`src/rtl/pic_pkg.sv`:
```
package pic_pkg;

    localparam int unsigned PIC_N_SRC = 4;
    localparam int unsigned PIC_VEC_W = 8;

    typedef enum logic [1:0] {
        EN_HOLD = 2'd0,
        EN_SET  = 2'd1,
        EN_DROP = 2'd2
    } en_cmd_e;

    // Resolve the enable command: acknowledge and disable both drop.
    function automatic en_cmd_e en_resolve(input logic on, input logic off, input logic ack);
        en_cmd_e c;
        if (ack || off) c = EN_DROP;
        else if (on)    c = EN_SET;
        else            c = EN_HOLD;
        return c;
    endfunction

    // Set-dominant per-bit register update.
    function automatic logic [PIC_N_SRC-1:0] bit_update(input logic [PIC_N_SRC-1:0] cur,
                                                        input logic [PIC_N_SRC-1:0] setv,
                                                        input logic [PIC_N_SRC-1:0] clrv);
        return (cur & ~clrv) | setv;
    endfunction

endpackage

```
`src/rtl/pic_pend_reg.sv`:
```
module pic_pend_reg #(
    parameter int unsigned N_SRC = 4
) (
    input  logic             clk,
    input  logic             rst,
    input  logic [N_SRC-1:0] req,
    input  logic [N_SRC-1:0] clr,
    output logic [N_SRC-1:0] pend
);
    always_ff @(posedge clk) begin
        if (rst) pend <= '0;
        else     pend <= (pend & ~clr) | req;
    end
endmodule

```
`src/rtl/pic_mask_reg.sv`:
```
module pic_mask_reg #(
    parameter int unsigned N_SRC = 4
) (
    input  logic             clk,
    input  logic             rst,
    input  logic [N_SRC-1:0] mset,
    input  logic [N_SRC-1:0] mclr,
    output logic [N_SRC-1:0] mask
);
    always_ff @(posedge clk) begin
        if (rst) mask <= '0;
        else     mask <= (mask & ~mclr) | mset;
    end
endmodule

```
`src/rtl/pic_prio_enc.sv`:
```
module pic_prio_enc #(
    parameter int unsigned N_SRC  = 4,
    parameter int unsigned CODE_W = 2
) (
    input  logic [N_SRC-1:0]  qual,
    output logic [CODE_W-1:0] code,
    output logic              any
);
    assign any = |qual;

    generate
        if (N_SRC == 4 && CODE_W == 2) begin : g_four
            // Two-level sum of products for four inputs.
            logic hi, lo;
            assign hi   = ~qual[0] & ~qual[1];
            assign lo   = (~qual[0] & qual[1]) | (~qual[0] & ~qual[2]);
            assign code = {hi, lo};
        end else begin : g_generic
            always_comb begin
                code = '0;
                for (int i = N_SRC - 1; i >= 0; i--) begin
                    if (qual[i]) code = CODE_W'(i);
                end
            end
        end
    endgenerate
endmodule

```
`src/rtl/pic_en_ctrl.sv`:
```
module pic_en_ctrl
    import pic_pkg::*;
(
    input  logic clk,
    input  logic rst,
    input  logic on,
    input  logic off,
    input  logic ack,
    output logic en
);
    en_cmd_e cmd;

    always_comb cmd = en_resolve(on, off, ack);

    always_ff @(posedge clk) begin
        if (rst) begin
            en <= 1'b0;
        end else begin
            unique case (cmd)
                EN_SET:  en <= 1'b1;
                EN_DROP: en <= 1'b0;
                default: en <= en;
            endcase
        end
    end
endmodule

```
`src/rtl/pic_parallel_prio.sv`:
```
module pic_parallel_prio
    import pic_pkg::*;
#(
    parameter int unsigned N_SRC = PIC_N_SRC,
    parameter int unsigned VEC_W = PIC_VEC_W
) (
    input  logic             clk,
    input  logic             rst,
    input  logic [N_SRC-1:0] irq_req,
    input  logic [N_SRC-1:0] pend_clr,
    input  logic [N_SRC-1:0] mask_set,
    input  logic [N_SRC-1:0] mask_clr,
    input  logic             ien_on,
    input  logic             ien_off,
    input  logic             int_ack,
    output logic             cpu_int,
    output logic             vec_valid,
    output logic [VEC_W-1:0] vec_addr
);
    localparam int unsigned CODE_W = (N_SRC > 1) ? $clog2(N_SRC) : 1;

    logic [N_SRC-1:0]  pend;
    logic [N_SRC-1:0]  mask;
    logic [N_SRC-1:0]  qual;
    logic [CODE_W-1:0] code;
    logic              ist;
    logic              ien;

    pic_pend_reg #(.N_SRC(N_SRC)) u_pend (
        .clk (clk), .rst (rst), .req (irq_req), .clr (pend_clr), .pend (pend)
    );

    pic_mask_reg #(.N_SRC(N_SRC)) u_mask (
        .clk (clk), .rst (rst), .mset (mask_set), .mclr (mask_clr), .mask (mask)
    );

    assign qual = pend & mask;

    pic_prio_enc #(.N_SRC(N_SRC), .CODE_W(CODE_W)) u_enc (
        .qual (qual), .code (code), .any (ist)
    );

    pic_en_ctrl u_en (
        .clk (clk), .rst (rst), .on (ien_on), .off (ien_off), .ack (int_ack), .en (ien)
    );

    assign cpu_int   = ien & ist;
    assign vec_valid = int_ack & ist;
    assign vec_addr  = vec_valid ? VEC_W'(code) : '0;
endmodule

```
`config.mk`:
```
export PLATFORM = sky130hd
export DESIGN_NAME = pic_parallel_prio
export DESIGN_NICKNAME = d
export VERILOG_FILES = /design/src/rtl/pic_pkg.sv /design/src/rtl/pic_pend_reg.sv /design/src/rtl/pic_mask_reg.sv /design/src/rtl/pic_prio_enc.sv /design/src/rtl/pic_en_ctrl.sv /design/src/rtl/pic_parallel_prio.sv
export SDC_FILE = /design/constraint.sdc
export NUM_CORES = 1
export LEC_CHECK = 0
export ABC_AREA = 1
export BUFFER_PORTS_ARGS = -buffer_cell sky130_fd_sc_hd__clkbuf_2
export CORE_AREA = 2 2 39 41
export CTS_CLUSTER_SIZE = 28
export DETAILED_ROUTE_END_ITERATION = 10
export DIE_AREA = 0 0 41 43
export GPL_ROUTABILITY_DRIVEN = 0
export HOLD_SLACK_MARGIN = 0.15
export PLACE_DENSITY = 0.7
export SYNTH_ARGS = -nofsm -noshare
export SYNTH_HDL_FRONTEND = slang
export SYNTH_HIERARCHICAL = 1
export SYNTH_SLANG_ARGS = --single-unit
```
`constraint.sdc`:
```
create_clock -name clk -period 1.3 [get_ports clk]
set_clock_uncertainty 0.2 [all_clocks]
set_input_delay 0.065 -clock clk [delete_from_list [all_inputs] [get_ports clk]]
set_output_delay 0.065 -clock clk [all_outputs]
set_load 0.005 [all_outputs]
```
==> results.cfg <==
[synth]
synth-simple-area-share = 0.2062
ys_seq_area_frac = 0.3711
synth-seq-cells = 9
synth_edf_count = 0
synthesis.instances = 79
synth_compound_area_frac = 0.08247
synth_top_family_by_area = buffers and inverters
synth_fa_ha_area_frac = 0
syn_area_um2 = 485.5
syn_area_per_cell_um2 = 6.145
synth_xor_area_frac = 0
synth_mux_area_frac = 0
synth_commonest_cells = 27 x inv_1, 19 x nand2_1, 9 x dfxtp_1
ys_types = 8
yosys-top-cells-area = dfxtp_1 37%, inv_1 21%, nand2_1 15%, buf_4 12%, a21oi_1 8.2%
async_reset_ff_frac = 0
ys.flop_type = dfxtp_1
yosys_warnings = 6
synth_largest_area_cell = dfxtp_1
synth.most_common_cell = inv_1
netlist.area_leader.share = 0.3711

[floorplan]
fp-row-count = 14
die-area_mm2 = 0.001763
boundaryPins = 31
die_h_um = 43
die-width_um = 41
start_util = 0.3508
coreArea_mm2 = 0.001384

[final_layout]
final-seq-area_um2 = 188.9
multiInputGateArea_um2 = 177.7
layout.filler_cells = 136
utilization = 0.6031
syn_to_final_growth_pct = 71.91
drive_above_1_share = 0.3468
finalNetCount = 146
diodes = 0

[placed_design]
post-place-ws_ns = 0.1771
hpwl_um = 660.2
numPortBuffers = 24

[critical_path]
cpPeakStageDelay_ns = 0.32
endpoint_kind = output port
path_class = flip-flop to output port
cp_top_family = simple AND/OR/NAND/NOR gates
cp_data_arrival_time_ns = 1.10
critPathMaxFanout = 3
required_ns = 1.03
crit_slowest_cell = dfxtp_2
crit_top_cell = nand2_2
worstPathCellList = nand2_1 -> inv_1 -> nor2_2 -> nand2_2 -> nand2_2 -> nor2_1 -> buf_2
start_kind = flip-flop
cp_num_buf_inv = 2

[hold_path]
hp-class = flip-flop to flip-flop

[global_routing]
grt_max_degree = 10
gr-total-overflow = 0
grt_antenna_before_repair = 0
grt_usage = 0.1480
grt_pass1_wl_mm = 1.745
grt_pass1_vias = 508

[drt]
drtIter0Drc = 1
wire_per_inst_um = 7.821
drt_pre_antenna_iters = 2
antenna_left = 0
drt-total-wl_mm = 1.095
via_per_inst = 3.779
num_vias = 529
drc = 0

[run]
max_cap_viol_count = 0

[timing]
finalSetupViolations = 4
tns_ns = -0.1667
min_period_over_period = 1.050
fmaxAchievable_mhz = 732.6
fin_ws_ns = -0.06503
fin_hold_ws_ns = 0.2578
period_needed_ns = 1.365
rsz0062_at_grt = true
final-max-slew-violation-count = 0
hold_viol = 0

[power_and_ir_drop]
leakagePower_uw = 0.0005198
power_density_mw_per_mm2 = 790.2
power_uw = 659.5
max-vdd-ir-drop_v = 0.0007659

[clock_tree]
cts_buffers = 3
clock-sinks = 9
cts-root-buf = clkbuf_4
cts_htree_levels = 1
cts_buffer_depth = 2
clkTransAtPathRegs_ns = 0.06
cts_tree = built
insertion_delay_ns = 0.25
post_cts_buffers = 0

[outcome]
outcome = finished with violations
violations = negative setup slack
## layer usage
metal,vias to the layer above,share of wire,track usage
met5,-,0,0
met4,0,0.017,0.1133
met3,2,0.062,0.02094
met2,22,0.55,0.2531
met1,212,0.37,0.1461
li1,293,-,-
## sequential cells by signal, indices dropped and copies added, names as in the netlist
name and count:
u_en/en 1, u_mask/mask 4, u_pend/pend 4
## power breakdown
group,switching [uW],internal [uW],leakage [uW]
logic,58.4,86.5,0.000428
clock network,91.9,118,0.0000150
registers,8.87,296,0.0000766
## area by class of cell
class | instances | area share
timing repair buffer | 44 | 0.3838
sequential | 9 | 0.2264
multi-input combinational | 40 | 0.2129
inverter | 27 | 0.1214
clock buffer | 4 | 0.03148
tap | 16 | 0.02399
## timing repair
item,in CTS,in global routing
gates resized for setup,8,9
pin swaps,4,5
endpoints found under the hold margin,9,0
endpoints found under the setup margin,4,4
gates cloned,0,0
hold buffers,20,0
## through the flow
step           area (um^2)  cells
2_1_floorplan        504.2     84
3_3_place_gp         584.3    116
3_5_place_dp         584.3    116
4_1_cts              819.5    140
5_1_grt              834.6    140
6_report             834.6    140
## worst paths after layout
kind	from	to	slack (ns)	depth (start not counted)
max	u_pend/pend[3]$_SDFF_PP0_	vec_addr[0]	-0.07	7
min	u_pend/pend[2]$_SDFF_PP0_	u_pend/pend[2]$_SDFF_PP0_	0.26	2
max reg2reg	u_mask/mask[1]$_SDFF_PP0_	u_mask/mask[1]$_SDFF_PP0_	0.54	2
min reg2reg	u_pend/pend[2]$_SDFF_PP0_	u_pend/pend[2]$_SDFF_PP0_	0.26	2
## kinds of logic (layout without fill, tap and decap cells)
kind of cell / count (synthesis) / after routing
buf+inv: 35 / 75
simple gates: 26 / 26
flops: 9 / 9
compound gates: 8 / 8
other cells: 1 / 6
## cells in the final DEF (no fill, tap or decap)
master	netlist	final
inv_1	27	23
clkbuf_2	0	23
dlygate4sd3_1	0	20
nand2_1	19	16
a21oi_1	8	8
dfxtp_2	0	7
conb_1	1	6
nor2_1	6	5
inv_2	0	4
nand2_2	0	3
clkbuf_4	0	3
dfxtp_1	9	2
clkbuf_1	0	1
buf_2	0	1
nor2_4	0	1
nor2_2	1	1
## worst reg2reg max path: cells and delay by family, from the launching register on
kind               cells  cell delay (ns)
AOI/OAI and AO/OA      1             0.10
DFF                    1             0.34
and+or+nand+nor        1             0.06
Note: power is estimated with default switching activity, not from simulation.
